==> config.mk <==
export PLATFORM = sky130hd
export DESIGN_NAME = rxdma_chain
export DESIGN_NICKNAME = d
export VERILOG_FILES = /design/src/rtl/rxdma_pkg.sv /design/src/rtl/rxdma_params.sv /design/src/rtl/rxdma_tcb_fetch.sv /design/src/rtl/rxdma_chain.sv
export SDC_FILE = /design/constraint.sdc
export NUM_CORES = 1
export LEC_CHECK = 0
export ABC_AREA = 1
export BUFFER_PORTS_ARGS = -buffer_cell sky130_fd_sc_hd__buf_4
export CAP_MARGIN = 25
export CORE_MARGIN = 2
export CORE_UTILIZATION = 50
export CTS_BUF_LIST = sky130_fd_sc_hd__clkbuf_4 sky130_fd_sc_hd__clkbuf_8
export CTS_CLUSTER_DIAMETER = 150
export DETAILED_ROUTE_END_ITERATION = 12
export HOLD_SLACK_MARGIN = 0.1
export PLACE_DENSITY_LB_ADDON = 0.25
export SLEW_MARGIN = 40
export SYNTH_ARGS = -nofsm -noshare
export SYNTH_HDL_FRONTEND = slang
export SYNTH_SLANG_ARGS = --single-unit
==> constraint.sdc <==
create_clock -name clk -period 1.95 [get_ports clk]
set_input_delay 0.0975 -clock clk [delete_from_list [all_inputs] [get_ports clk]]
set_output_delay 0.0975 -clock clk [all_outputs]
set_load 0.01 [all_outputs]
==> src/rtl/rxdma_pkg.sv <==
package rxdma_pkg;

  typedef enum logic [1:0] {
    ST_IDLE,
    ST_RUN,
    ST_FETCH,
    ST_DONE
  } dma_state_e;

  localparam logic [2:0] SEL_CTRL  = 3'd0;
  localparam logic [2:0] SEL_INDEX = 3'd1;
  localparam logic [2:0] SEL_STEP  = 3'd2;
  localparam logic [2:0] SEL_COUNT = 3'd3;
  localparam logic [2:0] SEL_LINK  = 3'd4;

  localparam int CTRL_EN_BIT    = 0;
  localparam int CTRL_RX_BIT    = 1;
  localparam int CTRL_CHAIN_BIT = 4;

  // descriptor words in fetch order (highest address first)
  typedef enum logic [1:0] {
    FLD_INDEX,
    FLD_STEP,
    FLD_COUNT,
    FLD_LINK
  } tcb_field_e;

endpackage

==> src/rtl/rxdma_params.sv <==
module rxdma_params
  import rxdma_pkg::*;
#(
  parameter int AW = 19,
  parameter int DW = 32,
  parameter int CW = 16
) (
  input  logic          clk,
  input  logic          rst_n,
  input  logic          host_we,
  input  logic [2:0]    host_sel,
  input  logic [DW-1:0] host_data,
  input  logic          host_ok,
  input  logic          adv,
  input  logic          ld_we,
  input  tcb_field_e    ld_field,
  input  logic [DW-1:0] ld_data,
  output logic [AW-1:0] idx,
  output logic [AW-1:0] step,
  output logic [CW-1:0] cnt,
  output logic [AW-1:0] link,
  output logic          ctl_en,
  output logic          ctl_rx,
  output logic          ctl_chain
);

  function automatic logic [AW-1:0] step_index(input logic [AW-1:0] a, input logic [AW-1:0] s);
    return a + s;
  endfunction

  function automatic logic [CW-1:0] count_less_one(input logic [CW-1:0] c);
    return c - CW'(1);
  endfunction

  logic host_param;
  assign host_param = host_we && host_ok;

  logic unused_hi;
  assign unused_hi = ^{host_data[DW-1:AW], ld_data[DW-1:AW]};

  always_ff @(posedge clk) begin
    if (!rst_n) begin
      idx       <= '0;
      step      <= '0;
      cnt       <= '0;
      link      <= '0;
      ctl_en    <= 1'b0;
      ctl_rx    <= 1'b0;
      ctl_chain <= 1'b0;
    end else begin
      if (host_we && host_sel == SEL_CTRL) begin
        ctl_en    <= host_data[CTRL_EN_BIT];
        ctl_rx    <= host_data[CTRL_RX_BIT];
        ctl_chain <= host_data[CTRL_CHAIN_BIT];
      end
      if (ld_we && ld_field == FLD_INDEX)
        idx <= ld_data[AW-1:0];
      else if (adv)
        idx <= step_index(idx, step);
      else if (host_param && host_sel == SEL_INDEX)
        idx <= host_data[AW-1:0];
      if (ld_we && ld_field == FLD_STEP)
        step <= ld_data[AW-1:0];
      else if (host_param && host_sel == SEL_STEP)
        step <= host_data[AW-1:0];
      if (ld_we && ld_field == FLD_COUNT)
        cnt <= ld_data[CW-1:0];
      else if (adv)
        cnt <= count_less_one(cnt);
      else if (host_param && host_sel == SEL_COUNT)
        cnt <= host_data[CW-1:0];
      if (ld_we && ld_field == FLD_LINK)
        link <= ld_data[AW-1:0];
      else if (host_param && host_sel == SEL_LINK)
        link <= host_data[AW-1:0];
    end
  end

  AST_NO_HOST_DURING_ADV: assert property (@(posedge clk) disable iff (!rst_n)
    !(adv && host_param)) else $error("host write accepted during transfer");

  AST_NO_LOAD_DURING_ADV: assert property (@(posedge clk) disable iff (!rst_n)
    !(adv && ld_we)) else $error("descriptor load during accepted word");

endmodule

==> src/rtl/rxdma_tcb_fetch.sv <==
module rxdma_tcb_fetch
  import rxdma_pkg::*;
#(
  parameter int AW = 19,
  parameter int DW = 32
) (
  input  logic          clk,
  input  logic          rst_n,
  input  logic          start,
  input  logic [AW-1:0] base,
  input  logic [DW-1:0] rdata,
  output logic          rd_en,
  output logic [AW-1:0] rd_addr,
  output logic          ld_we,
  output tcb_field_e    ld_field,
  output logic [DW-1:0] ld_data,
  output logic          fin
);

  localparam int NWORDS = 4;
  localparam int SW     = $clog2(NWORDS + 1);

  function automatic logic [AW-1:0] tcb_word_addr(input logic [AW-1:0] top, input logic [SW-1:0] k);
    return top - AW'(k);
  endfunction

  logic          active;
  logic [SW-1:0] fstep;
  logic [AW-1:0] base_q;

  assign rd_en    = active && (fstep < SW'(NWORDS));
  assign rd_addr  = tcb_word_addr(base_q, fstep);
  assign ld_we    = active && (fstep != '0);
  assign ld_field = tcb_field_e'(fstep[1:0] - 2'd1);
  assign ld_data  = rdata;
  assign fin      = active && (fstep == SW'(NWORDS));

  always_ff @(posedge clk) begin
    if (!rst_n) begin
      active <= 1'b0;
      fstep  <= '0;
      base_q <= '0;
    end else if (start) begin
      active <= 1'b1;
      fstep  <= '0;
      base_q <= base;
    end else if (active) begin
      if (fin) active <= 1'b0;
      else     fstep  <= fstep + SW'(1);
    end
  end

  AST_NO_RESTART: assert property (@(posedge clk) disable iff (!rst_n)
    start |-> !active) else $error("fetch restarted while busy");

  AST_FIN_AFTER_LINK: assert property (@(posedge clk) disable iff (!rst_n)
    fin |-> $past(rd_en)) else $error("fetch finished without final read");

endmodule

==> src/rtl/rxdma_chain.sv <==
module rxdma_chain
  import rxdma_pkg::*;
#(
  parameter int AW = 19,
  parameter int DW = 32,
  parameter int CW = 16
) (
  input  logic          clk,
  input  logic          rst_n,
  input  logic          cfg_we,
  input  logic [2:0]    cfg_sel,
  input  logic [DW-1:0] cfg_wdata,
  input  logic          rx_valid,
  input  logic [DW-1:0] rx_data,
  output logic          rx_ready,
  output logic          mem_we,
  output logic [AW-1:0] mem_waddr,
  output logic [DW-1:0] mem_wdata,
  output logic          mem_re,
  output logic [AW-1:0] mem_raddr,
  input  logic [DW-1:0] mem_rdata,
  output logic          done
);

  dma_state_e    state, state_nx;
  logic [AW-1:0] idx, step, link;
  logic [CW-1:0] cnt;
  logic          ctl_en, ctl_rx, ctl_chain;
  logic          hs, host_ok, ld_we, fin, fetch_go;
  tcb_field_e    ld_field;
  logic [DW-1:0] ld_data;

  // named events for the checks
  logic ctl_wr, link_wr, stop_req, chain_start, plain_start, run_end;

  assign ctl_wr      = cfg_we && cfg_sel == SEL_CTRL;
  assign link_wr     = cfg_we && cfg_sel == SEL_LINK;
  assign stop_req    = ctl_wr && !cfg_wdata[CTRL_EN_BIT];
  assign chain_start = link_wr && ctl_en && ctl_rx && ctl_chain && (cfg_wdata[AW-1:0] != '0);
  assign plain_start = ctl_wr && cfg_wdata[CTRL_EN_BIT] && cfg_wdata[CTRL_RX_BIT]
                       && !cfg_wdata[CTRL_CHAIN_BIT];
  assign hs          = rx_valid && rx_ready;
  assign run_end     = (cnt == '0) || (hs && cnt == CW'(1));
  assign fetch_go    = (state == ST_RUN) && run_end && ctl_chain && (link != '0);
  assign host_ok     = (state == ST_IDLE) || (state == ST_DONE);

  assign rx_ready  = (state == ST_RUN) && (cnt != '0);
  assign mem_we    = hs;
  assign mem_waddr = idx;
  assign mem_wdata = rx_data;
  assign done      = (state == ST_DONE);

  always_comb begin
    state_nx = state;
    unique case (state)
      ST_IDLE:  if (chain_start || plain_start) state_nx = ST_RUN;
      ST_RUN:   if (run_end) state_nx = fetch_go ? ST_FETCH : ST_DONE;
      ST_FETCH: if (fin) state_nx = ST_RUN;
      ST_DONE:  state_nx = ST_DONE;
      default:  state_nx = ST_IDLE;
    endcase
    if (stop_req) state_nx = ST_IDLE;
  end

  always_ff @(posedge clk) begin
    if (!rst_n) state <= ST_IDLE;
    else        state <= state_nx;
  end

  rxdma_params #(.AW(AW), .DW(DW), .CW(CW)) params_i (
    .clk(clk), .rst_n(rst_n),
    .host_we(cfg_we), .host_sel(cfg_sel), .host_data(cfg_wdata), .host_ok(host_ok),
    .adv(hs), .ld_we(ld_we), .ld_field(ld_field), .ld_data(ld_data),
    .idx(idx), .step(step), .cnt(cnt), .link(link),
    .ctl_en(ctl_en), .ctl_rx(ctl_rx), .ctl_chain(ctl_chain)
  );

  rxdma_tcb_fetch #(.AW(AW), .DW(DW)) fetch_i (
    .clk(clk), .rst_n(rst_n),
    .start(fetch_go && !stop_req), .base(link), .rdata(mem_rdata),
    .rd_en(mem_re), .rd_addr(mem_raddr),
    .ld_we(ld_we), .ld_field(ld_field), .ld_data(ld_data), .fin(fin)
  );

  AST_NO_READ_WITH_READY: assert property (@(posedge clk) disable iff (!rst_n)
    !(mem_re && rx_ready)) else $error("ready during descriptor read");

  AST_READ_DESCEND: assert property (@(posedge clk) disable iff (!rst_n)
    (mem_re && $past(mem_re)) |-> mem_raddr == $past(mem_raddr) - AW'(1))
    else $error("descriptor reads not descending");

  AST_WRITE_STEPS: assert property (@(posedge clk) disable iff (!rst_n)
    (mem_we && $past(mem_we)) |-> mem_waddr == $past(mem_waddr) + $past(step))
    else $error("index did not advance by step");

  AST_COUNT_DOWN: assert property (@(posedge clk) disable iff (!rst_n)
    mem_we |=> cnt == $past(cnt) - CW'(1)) else $error("count not decremented");

  AST_DONE_QUIET: assert property (@(posedge clk) disable iff (!rst_n)
    done |-> !rx_ready && !mem_re && !mem_we) else $error("activity while done");

  AST_DONE_CLEARS: assert property (@(posedge clk) disable iff (!rst_n)
    stop_req |=> !done) else $error("done not cleared by disable");

endmodule

; ---- Yosys cells after proc, flatten, opt, wreduce, memory -nomap -nowiden
; Cells that the tools add are included.
[word_totals]
reg_bits = 101
ram_bits = 0
mem_count = 0
wordCells = 103
latch_bits = 0
rom_bits = 0
out_inout_bits = 74
inputBits = 103
[op_classes]
order_cmp = 1
mul = 0
n_addsub = 5
n_bitwise = 2
eq_ne = 15
n_shift = 0
n_reduce_logical = 51
mux = 18
div_mod_pow = 0
[ops]
columns = cell, n
row1 = 19-bit two-way mux, 7
row2 = 16-bit two-way mux, 3
row3 = 19-bit nonzero test, 2
row4 = 1-bit logical AND, 29
row5 = 19-bit adder, 1
row6 = 19-bit by 3-bit subtractor with 19-bit output, 1
row7 = 16-bit by 1-bit == test with 1-bit output (second input constant), 1
row8 = 16-bit zero test, 1
row9 = 16-bit nonzero test, 1
row10 = 16-bit by 1-bit subtractor with 16-bit output (second input constant), 1
row11 = 3-bit nonzero test, 3
row12 = 2-bit == test (second input constant), 4
row13 = 2-bit one-hot mux with 4 select lines, 1
row14 = 3-bit by 2-bit == test with 1-bit output (second input constant), 2
row15 = 3-bit == test (second input constant), 2
row16 = 2-bit two-way mux, 3
row17 = 2-bit by 1-bit == test with 1-bit output (second input constant), 2
row18 = 2-bit zero test, 2
row19 = 1-bit two-way mux, 4
row20 = 2-bit by 1-bit inequality test with 1-bit output (second input constant), 2
row21 = 2-bit nonzero test, 2
row22 = 2-bit OR reduction, 2
row23 = 3-bit by 1-bit adder with 3-bit output (second input constant), 1
row24 = 3-bit by 1-bit == test with 1-bit output (second input constant), 1
row25 = 9 further kinds, 14

; ---- Longest topological paths before layout
; Gate-level depths: netlist of the first run.
[logic_depth]
word_depth = 11
mapped_depth = 14

; ---- Cells and area by module
; Synthesis of the first run repeated with hierarchy kept, for this count alone.
[unflattened]
hier_cells = 1191
hier_area_um2 = 7653.6
[modules_own_cells]
columns = mod, instances, cells_each, area_per_inst_um2, seq_area_each_um2
row1 = rxdma_params, 1, 808, 5195.0, 1521.5
row2 = rxdma_tcb_fetch, 1, 244, 1674.1, 460.4
row3 = rxdma_chain, 1, 139, 784.5, 40.0

; ---- Least setup slack after synthesis of the first run
; Ideal clock, no wire load.
[synth_path]
path_type = register to output
startpoint = reg fetch_i.fstep[0]
endpoint = out mem_raddr[12]
setup_slack_ns = -0.014
required_ns = 1.852
t_arrival_ns = 1.866
path_buffers = 0
path_stages_with_launch = 10
cell_sequence = dfxtp_1 ha_1 fa_1 nor2_1 nor2_1 inv_1 nor4_1 nand2_1 nor3_1 xor2_1
[synth_between]
elab_chain_cells = 1
[synth_rtl]
columns = item, line_no
row1 = "start, declared", rxdma_tcb_fetch.sv:28  ; logic [SW-1:0] fstep;
row2 = "start signal, assigned", rxdma_tcb_fetch.sv:49  ; else fstep <= fstep + SW'(1);
row3 = 19-bit by 3-bit subtractor with 19-bit output, rxdma_tcb_fetch.sv:24  ; return top - AW'(k);
row4 = "end, declared", rxdma_chain.sv:20  ; output logic [AW-1:0] mem_raddr,
; No other way between the ends.

; ---- Final worst setup path of the first run
[layout_path]
startpoint = reg fetch_i.base_q[0]
endpoint = out mem_raddr[12]
[layout_between]
elab_chain_cells = 1
[layout_rtl]
columns = item, line_no
row1 = "start, declared", rxdma_tcb_fetch.sv:29  ; logic [AW-1:0] base_q;
row2 = "start signal, assigned", rxdma_tcb_fetch.sv:46  ; base_q <= base;
row3 = 19-bit by 3-bit subtractor with 19-bit output, rxdma_tcb_fetch.sv:24
; No other way between the ends.

==> results.txt, run 1 <==
Overflow after GRT - 0
Detailed Place HPWL - 17.0 mm
Worst VDD drop - 0.726 mV
largest net degree at the start of global routing - 41
commonest non-fill, non-tap cell in the layout - nand2_1
fin crit period - 2.46 ns
final setup fails - 17
initial antenna violation count - 0
Netlist cell types - 41
global-route wire length before repair - 35.8 mm
via total after detailed routing - 7953
CP Launch Type - flip-flop
CTS tree - yes
status - finished with violations
final core occ - 0.685
ANT cells - 0
post-synthesis sequential area ratio - 0.289
# H-tree levels - 3
number of port buffers - 86
Pwr Density - 818 mW/mm^2
final hold viol count - 0
Slew headroom - 0.735
Psw - 3180 uW
chip width - 122 um
failing checks - negative setup slack
CTS max path bufs - 2
Top Ports - 177
Int Pwr - 4530 uW
placed inst area - 0.00806 mm^2
Hold Path Class - in2reg
clk_lat worst skew - 0.39 ns
drt first pass iters - 6
unrepaired setup endpoints after global routing - yes
Register-to-Register Path Depth - 11
# rows - 43
Remaining DRCs - 0
cell area after layout - 0.00943 mm^2
portion of total power attributed to combinational logic - 0.478
fin. max-slew vios - 0
share of power burned in registers - 0.335
Chip Height - 122 um
CTS Sinks - 101
1st-iter DRT viols - 721
R2R Path End - params_i.step[0]$_SDFFE_PN0P_
endpoint type of the worst setup path - output pin
most frequent cells in the layout - nand2_1 (275), buf_4 (165), nor2_1 (128)
TritonCTS Buffers - 9
clk root buf - clkbuf_8
DRT Wirelength - 24.5 mm
Area Growth Syn to Fin - 34.8%
R2R setup slack - 0.02 ns
cell leakage power - 0.00450 uW
crit-path max FO - 2
total track usage - 0.307
final worst path period share - 1.26
Avg Cell Area, Syn - 6.38 um^2
Syn Inst Count - 1097
final antenna-violating net count - 0
Hold Crit Depth - 3
worst slew pin tran - 0.397 ns
setup ws final - -0.509 ns
Worst-path clk slew - 0.11 ns
Cell Area, Synth - 0.00700 mm^2
clock power share - 0.187
crit path kind - reg2out
layout cell share with drive strength beyond 1 - 0.261
clk_skew - 0.0118 ns
Die Area - 0.0150 mm^2
Final nets - 1397
RePlAce Congestion - 0.949
core area - 0.0138 mm^2
Starting Density - 0.508
WP data required - 1.85 ns
routed len/inst - 17.0 um
Max Fclk - 0.407 GHz
syn_nets - 1234
register bit total from synthesis - 101
Synth Warn # - 0
vias in the first global route - 7046
max-cap viol count - 0
switching share of total power - 0.413
WHS Endpoint - params_i.idx[8]$_SDFFE_PN0P_
worst r2r src - state[0]$_SDFFE_PP0P_
critical path arrival - 2.36 ns
via/cell ratio - 5.50
worst hold start - cfg_wdata[8]
-- cell usage after synthesis --
| cell | instances | share of area |
|---|---|---|
| nor3_1 | 11 | 0.0079 |
| buf_4 | 34 | 0.036 |
| xnor2_1 | 6 | 0.0075 |
| or2_2 | 7 | 0.0063 |
| o21bai_1 | 5 | 0.0054 |
| buf_1 | 1 | 0.00054 |
| o221ai_1 | 4 | 0.0050 |
| buf_2 | 10 | 0.0072 |
| inv_2 | 5 | 0.0027 |
| nand4_1 | 8 | 0.0072 |
| nand2_1 | 292 | 0.16 |
| nor2_1 | 139 | 0.075 |
| clkinv_1 | 6 | 0.0032 |
| nor2_4 | 1 | 0.0016 |
| inv_1 | 102 | 0.055 |
| nor2_8 | 1 | 0.0029 |
| nor2_2 | 2 | 0.0018 |
| a31oi_1 | 25 | 0.022 |
| o21ai_0 | 68 | 0.049 |
| o21a_1 | 1 | 0.0011 |
| nor4_1 | 3 | 0.0027 |
| fa_1 | 2 | 0.0057 |
| o31ai_1 | 1 | 0.0011 |
| nor3_2 | 2 | 0.0029 |
| and2_1 | 3 | 0.0027 |
| buf_6 | 5 | 0.0080 |
| o211ai_1 | 9 | 0.0097 |
| dfxtp_1 | 101 | 0.29 |
| a21oi_1 | 96 | 0.069 |
| nor4_2 | 1 | 0.0018 |
| ha_1 | 32 | 0.057 |
| o21ai_1 | 11 | 0.0079 |
| nand3b_1 | 5 | 0.0054 |
| nand2_4 | 2 | 0.0032 |
| a211oi_2 | 1 | 0.0018 |
| a211oi_1 | 1 | 0.0011 |
| clkbuf_1 | 21 | 0.011 |
| xor2_1 | 23 | 0.029 |
| nand3_1 | 47 | 0.034 |
| nand2_2 | 2 | 0.0018 |
| nand3_4 | 1 | 0.0025 |
-- metal layers --
metal	track usage	vias up	wire [um]
met5	0	-	0
met4	0.116	0	853
met3	0.0493	81	2010
met2	0.518	368	11700
met1	0.395	3652	9950
li1	-	3852	-
-- power by group through the flow --
stage	Combinational (uW)	Sequential (uW)	Clock [uW]
floorplan	2070	2600	0
CTS	3300	2550	1450
detailed placement	3170	2590	0
finish	3690	2590	1440
global route	4000	2620	1520
global placement	3130	2600	0
-- registers in the layout (all words and copies together) (netlist names) --
name                cells
params_i.ctl_rx         1
params_i.step          19
params_i.ctl_en         1
fetch_i.active          1
fetch_i.fstep           3
fetch_i.base_q         19
params_i.link          19
params_i.cnt           16
state                   2
params_i.ctl_chain      1
params_i.idx           19
-- cell type report --
type / count / area, um^2
Timing Repair Buffer: 220 / 1880
Fill cell: 1200 / 4340
Tap cell: 180 / 225
Inverter: 113 / 447
Clock buffer: 10 / 138
Clock inverter: 6 / 71.3
Timing Repair inverter: 3 / 32.5
Sequential cell: 101 / 2040
Multi-Input combinational cell: 812 / 4600
-- worst max-delay path by stage --
stage                                   startpoint       endpoint  slack (ns)  depth (start not counted)
finish              fetch_i.base_q[0]$_SDFFE_PN0P_  mem_raddr[12]       -0.51                         12
global route        fetch_i.base_q[0]$_SDFFE_PN0P_  mem_raddr[12]       -0.64                         12
CTS                 fetch_i.base_q[0]$_SDFFE_PN0P_  mem_raddr[18]       -0.45                         12
detailed placement  fetch_i.base_q[0]$_SDFFE_PN0P_  mem_raddr[18]       -0.15                         12
global placement    fetch_i.base_q[0]$_SDFFE_PN0P_  mem_raddr[18]       -0.10                         12
floorplan            fetch_i.fstep[0]$_SDFFE_PP0P_  mem_raddr[18]      -0.007                         10
-- timing repair --
action / 4_1_cts / 5_1_grt
endpoints found under the hold margin: 50 / 0
hold buffers: 37 / 0
setup buffers: 7 / 10
setup endpoints to repair: 89 / 114
gates resized for setup: 33 / 132
pin swaps: 9 / 33
cloned: 0 / 6
-- worst max-delay path, cell delays in order, from the launching register on --
cell and delay [ns]:
dfxtp_2 0.33, inv_2 0.06, ha_4 0.13, fa_2 0.22
nor2_2 0.05, nor2_2 0.13, inv_2 0.07, buf_6 0.12
nor4_4 0.27, nand2_2 0.12, nor3_2 0.18, xor2_1 0.15
buf_4 0.13
-- cell families (layout without fill, tap and decap cells) --
group / Yosys count / after routing / synth area share
adder cells (fa/ha/maj): 34 / 34 / 0.0629
flip-flops: 101 / 101 / 0.289
AND/OR/NAND/NOR: 527 / 527 / 0.315
AO/OA/AOI/OAI: 222 / 222 / 0.173
buffers and inverters: 184 / 352 / 0.124
XOR/XNOR: 29 / 29 / 0.0363
-- metrics by stage --
step                      worst slack (ns)  power (uW)  hold WS, ns  instances  TNS (ns)
after global placement              -0.101        5730        0.195       1371    -0.542
after global routing                -0.644        8150        0.101       1445     -6.43
after detailed placement            -0.147        5760        0.195       1371     -1.88
after CTS                           -0.453        7300        0.110       1431     -4.33
after floorplan                   -0.00653        4680        0.258       1097  -0.00653
final                               -0.509        7710        0.104       1445     -4.55
(Power assumes the default switching activity.)
==> inputs of run 2 (changes only) <==
--- a/config.mk
+++ b/config.mk
@@ -14,8 +14,7 @@
 export CTS_CLUSTER_DIAMETER = 150
 export DETAILED_ROUTE_END_ITERATION = 12
 export HOLD_SLACK_MARGIN = 0.1
-export PLACE_DENSITY_LB_ADDON = 0.25
-export SLEW_MARGIN = 40
+export PLACE_DENSITY_LB_ADDON = 0.3
 export SYNTH_ARGS = -nofsm -noshare
 export SYNTH_HDL_FRONTEND = slang
 export SYNTH_SLANG_ARGS = --single-unit
==> results.txt, run 2 (synthesis results as in run 1) <==
status - finished with violations
failing checks - negative setup slack
unrepaired setup endpoints after global routing - yes
vias in the first global route - 7170
largest net degree at the start of global routing - 49
worst slew pin tran - 0.503 ns
WP data required - 1.85 ns
clk_lat worst skew - 0.39 ns
TritonCTS Buffers - 9
# rows - 43
Register-to-Register Path Depth - 11
CTS Sinks - 101
RePlAce Congestion - 0.976
commonest non-fill, non-tap cell in the layout - nand2_1
Hold Path Class - in2reg
CTS max path bufs - 2
placed inst area - 0.00801 mm^2
Worst-path clk slew - 0.11 ns
layout cell share with drive strength beyond 1 - 0.241
via total after detailed routing - 7907
Pwr Density - 820 mW/mm^2
initial antenna violation count - 0
routed wl met2 - 11.3 mm
Worst VDD drop - 0.802 mV
Max Fclk - 0.406 GHz
max-cap viol count - 0
setup ws final - -0.511 ns
clk root buf - clkbuf_8
most frequent cells in the layout - nand2_1 (282), buf_4 (165), nor2_1 (129)
routed len/inst - 16.4 um
met1 wire length - 9.30 mm
DRT Wirelength - 23.6 mm
cell leakage power - 0.00443 uW
metal3 WL - 2.05 mm
via/cell ratio - 5.51
drt first pass iters - 5
final worst path period share - 1.26
chip width - 122 um
Top Ports - 177
clk_skew - 0.0145 ns
Starting Density - 0.508
final hold viol count - 0
Die Area - 0.0150 mm^2
total track usage - 0.300
final antenna-violating net count - 0
CTS tree - yes
crit path kind - reg2out
ANT cells - 0
filler instances - 1185
cell area after layout - 0.00918 mm^2
fin crit period - 2.46 ns
Detailed Place HPWL - 16.6 mm
Hold Crit Depth - 3
1st-iter DRT viols - 698
Area Growth Syn to Fin - 31.1%
# H-tree levels - 3
final setup fails - 15
Slew headroom - 0.665
core area - 0.0138 mm^2
Overflow after GRT - 0
critical path arrival - 2.36 ns
Chip Height - 122 um
CP Launch Type - flip-flop
crit-path max FO - 2
Max Used Layer - met4
Final nets - 1386
number of port buffers - 86
endpoint type of the worst setup path - output pin
global-route wire length before repair - 35.1 mm
Remaining DRCs - 0
worst slack, placed - -0.131 ns
fin. max-slew vios - 0
[run 2: changes by cell type in the layout (fill, tap and decap cells not counted), sizes merged]
cell	previous run	this run
clkinvlp	4	3
buf	182	173
clkinv	9	8
[run 2: worst paths after layout]
path | from | end | slack, ns
worst max-delay path | fetch_i.base_q[0]$_SDFFE_PN0P_ | mem_raddr[18] | -0.51
worst min register to register | params_i.step[2]$_SDFFE_PN0P_ | params_i.step[2]$_SDFFE_PN0P_ | 0.48
worst max register to register | state[0]$_SDFFE_PP0P_ | params_i.step[18]$_SDFFE_PN0P_ | 0.03
worst min-delay path | rst_n | fetch_i.base_q[10]$_SDFFE_PN0P_ | 0.16
[run 2: stage by stage]
step | utilization | setup TNS (ns) | std cells | hold slack (ns) | total power [uW]
floorplan | - | -0.00653 | 1097 | 0.258 | 4680
global placement | 0.581 | -0.352 | 1362 | 0.195 | 5660
detailed placement | 0.581 | -1.13 | 1362 | 0.195 | 5700
CTS | 0.636 | -3.82 | 1419 | 0.128 | 7250
global route | 0.666 | -6.95 | 1434 | 0.176 | 7930
finish | 0.666 | -4.51 | 1434 | 0.157 | 7530
[run 2: final cells by class]
class                   instances  area (um^2)  area share
inverters                     113          444      0.0484
multi-input cells             812         4480       0.488
flip-flops and latches        101         2040       0.222
well taps                     180          225      0.0245
clock inverters                 7         82.6     0.00900
clock buffers                   9          124      0.0135
repair buffers                212         1780       0.194
[run 2: where the power goes]
part	internal, uW	switching, uW
combinational	1480	2030
sequential	2330	268
clock	611	812
total	4420	3110
[run 2: critical path: stages (launching register included)]
cell and delay, ns:
dfxtp_2 0.33, inv_2 0.07, ha_4 0.14, fa_2 0.20
nor2_2 0.05, nor2_2 0.12, inv_2 0.06, nor3_2 0.20
nand4_1 0.23, nor2_2 0.19, nand3_1 0.10, xor2_1 0.16
buf_4 0.14
[run 2: metal layers]
layer  vias to the layer above  global-route usage
met5                         -                   0
met4                         0               0.121
met3                        73              0.0558
met2                       371               0.510
met1                      3623               0.374
li1                       3840                   -
[run 2: timing repair]
| action | in CTS | in global routing |
|---|---|---|
| gates cloned | 0 | 3 |
| hold buffers | 37 | 0 |
| gates resized for setup | 35 | 85 |
| buffers inserted | 4 | 16 |
| endpoints found under the hold margin | 53 | 0 |
| endpoints found under the setup margin | 60 | 92 |
| pin swaps | 8 | 29 |
==> inputs of run 3 (changes only) <==
--- a/config.mk
+++ b/config.mk
@@ -5,7 +5,6 @@
 export SDC_FILE = /design/constraint.sdc
 export NUM_CORES = 1
 export LEC_CHECK = 0
-export ABC_AREA = 1
 export BUFFER_PORTS_ARGS = -buffer_cell sky130_fd_sc_hd__buf_4
 export CAP_MARGIN = 25
 export CORE_MARGIN = 2
==> constraint.sdc (replaced) <==
create_clock -name clk -period 1.95 [get_ports clk]
set_input_delay 0.0975 -clock clk [delete_from_list [all_inputs] [get_ports clk]]
set_output_delay 0.0975 -clock clk [all_outputs]
set_load 0.05 [all_outputs]
==> results.txt, run 3 <==
max-cap viol count - 0
fin crit period - 2.73 ns
vias in the first global route - 7417
commonest non-fill, non-tap cell in the layout - buf_4
Post-synth EDFFs - 0
Cell Area, Synth - 0.00683 mm^2
origin of the worst setup path - fetch_i.fstep[2]$_SDFFE_PP0P_
RePlAce Congestion - 0.931
final worst path period share - 1.40
largest net degree at the start of global routing - 39
final hold viol count - 0
post-synthesis sequential area ratio - 0.296
syn_nets - 949
Worst VDD drop - 0.637 mV
Worst-path clk slew - 0.11 ns
Area Growth Syn to Fin - 60.8%
Pwr Density - 786 mW/mm^2
WP data required - 1.85 ns
family with the most delay on the worst path - simple AND/OR/NAND/NOR gates
register area - 0.00208 mm^2
final antenna-violating net count - 0
total track usage - 0.331
number of port buffers - 86
count leader, synth - nand2_1
status - finished with violations
final core occ - 0.826
chip width - 121 um
R2R setup slack - -0.33 ns
CTS tree - yes
Synth area leaders - dfxtp_1 (30%), mux2i_1 (9.5%), o211a_1 (6.4%)
Syn Inst Count - 812
worst hold slack - 0.116 ns
TritonCTS Buffers - 9
Detailed Place HPWL - 16.8 mm
clk_skew - 0.0210 ns
clk_lat worst skew - 0.40 ns
core area - 0.0133 mm^2
area taken by multi-input logic gates - 0.00548 mm^2
1st-iter DRT viols - 865
setup ws final - -0.780 ns
via/cell ratio - 6.40
worst r2r src - params_i.cnt[11]$_SDFFE_PN0P_
Max Fclk - 0.366 GHz
critical-path cell list - inv_2 -> ha_4 -> or4_4 -> or2_4 -> nand2b_4 -> nand2b_4 -> nor4_4 -> xor2_4 -> buf_6
Top FF cell, synth - dfxtp_1
final setup fails - 75
failing checks - negative setup slack
biggest area consumer among synthesized cells - dfxtp_1
# rows - 42
async set or reset register ratio after synthesis - 0
Final nets - 1191
Overflow after GRT - 0
endpoint type of the worst setup path - output pin
# H-tree levels - 3
critical path arrival - 2.63 ns
drt first pass iters - 7
worst path buffer plus inverter count - 2
DRT Wirelength - 28.1 mm
most frequent cells in the layout - buf_4 (208), nand2_1 (99), dfxtp_1 (71)
Top Ports - 177
fin cells - 1236
CTS Sinks - 101
Hold Path Class - in2reg
worst hold start - rst_n
filler instances - 706
crit-path max FO - 3
worst slew pin tran - 0.662 ns
Chip Height - 121 um
unrepaired setup endpoints after global routing - yes
Die Area - 0.0146 mm^2
Most common cell on crit path - nand2b_4
clk root buf - clkbuf_8
cell area after layout - 0.0110 mm^2
Synth Warn # - 0
global-route wire length before repair - 38.2 mm
CP Launch Type - flip-flop
CTS max path bufs - 2
layout cell share with drive strength beyond 1 - 0.467
fin. max-slew vios - 0
top cells by count, synth - nand2_1 (105), dfxtp_1 (101), mux2i_1 (65)
CP max stage cell - or4_4
DP Cell Count - 1141
Remaining DRCs - 0
area share of the largest cell type after synthesis - 0.296
Slew headroom - 0.556
routed len/inst - 22.7 um
crit path kind - reg2out
initial antenna violation count - 0
via total after detailed routing - 7913
max incr delay on CP - 0.42 ns
register bit total from synthesis - 101
cell leakage power - 0.00497 uW
total power - 8640 uW
placed inst area - 0.00882 mm^2
Avg Cell Area, Syn - 8.41 um^2
Netlist cell types - 69
Starting Density - 0.514
## run 3: changes by cell type in the layout (fill, tap and decap cells not counted), moves of 21 or more
cell / previous run / this run
nand3_1: 41 / 16
a31oi_1: 24 / 3
a21oi_1: 80 / 30
o21ai_0: 54 / 14
nor2b_1: 0 / 24
buf_6: 4 / 44
mux2i_1: 0 / 54
buf_4: 165 / 208
nor2_1: 129 / 30
o211a_1: 0 / 44
inv_1: 92 / 11
nand2_1: 282 / 99
## run 3: per-layer routing
metal	track usage	vias up	routed length, um	share of wire
met5	0	-	0	0
met2	0.575	543	13600	0.48
met4	0.180	0	1950	0.070
met3	0.0461	162	2580	0.092
li1	-	3415	-	-
met1	0.394	3793	9970	0.36
## run 3: kinds of logic after synthesis
group	Yosys count	synth area share
buffers and inverters	93	0.0716
AO/OA/AOI/OAI	205	0.224
AND/OR/NAND/NOR	273	0.196
XOR/XNOR	39	0.0500
adder cells (fa/ha/maj)	34	0.0645
flip-flops	101	0.296
multiplexers	67	0.0985
## run 3: power breakdown
group	internal, uW	switching, uW	leakage (uW)
combinational	2190	2400	0.00403
clock	718	818	0.000109
sequential	2290	228	0.000834
## run 3: through the flow
step / setup TNS [ns] / worst slack [ns]
final: -16.07 / -0.780
after detailed placement: -6.19 / -0.340
after floorplan: -4.00 / -0.423
after global routing: -21.45 / -0.865
after CTS: -11.66 / -0.736
after global placement: -4.93 / -0.322
## run 3: area by class of cell
class                      instances  area share
antenna                            1    0.000228
clock buffer                       9      0.0113
clock inverter                     7     0.00809
inverter                          15     0.00581
multi-input combinational        618       0.499
sequential                       101       0.189
tap                              176      0.0200
timing repair buffer             309       0.266
## run 3: path summary, 6_finish.rpt
check | end | depth (start not counted)
setup / recovery | mem_raddr[16] | 9
hold / removal | params_i.link[18]$_SDFFE_PN0P_ | 2
setup reg to reg | fetch_i.base_q[6]$_SDFFE_PN0P_ | 9
hold reg to reg | params_i.ctl_en$_SDFFE_PN0N_ | 2
## run 3: repair_timing
action | in CTS | in global routing
hold buffers | 26 | 0
gates cloned | 6 | 6
resized for setup | 110 | 163
pin swaps | 33 | 65
endpoints found under the hold margin | 42 | 0
setup endpoints to repair | 81 | 111
setup buffers | 21 | 25
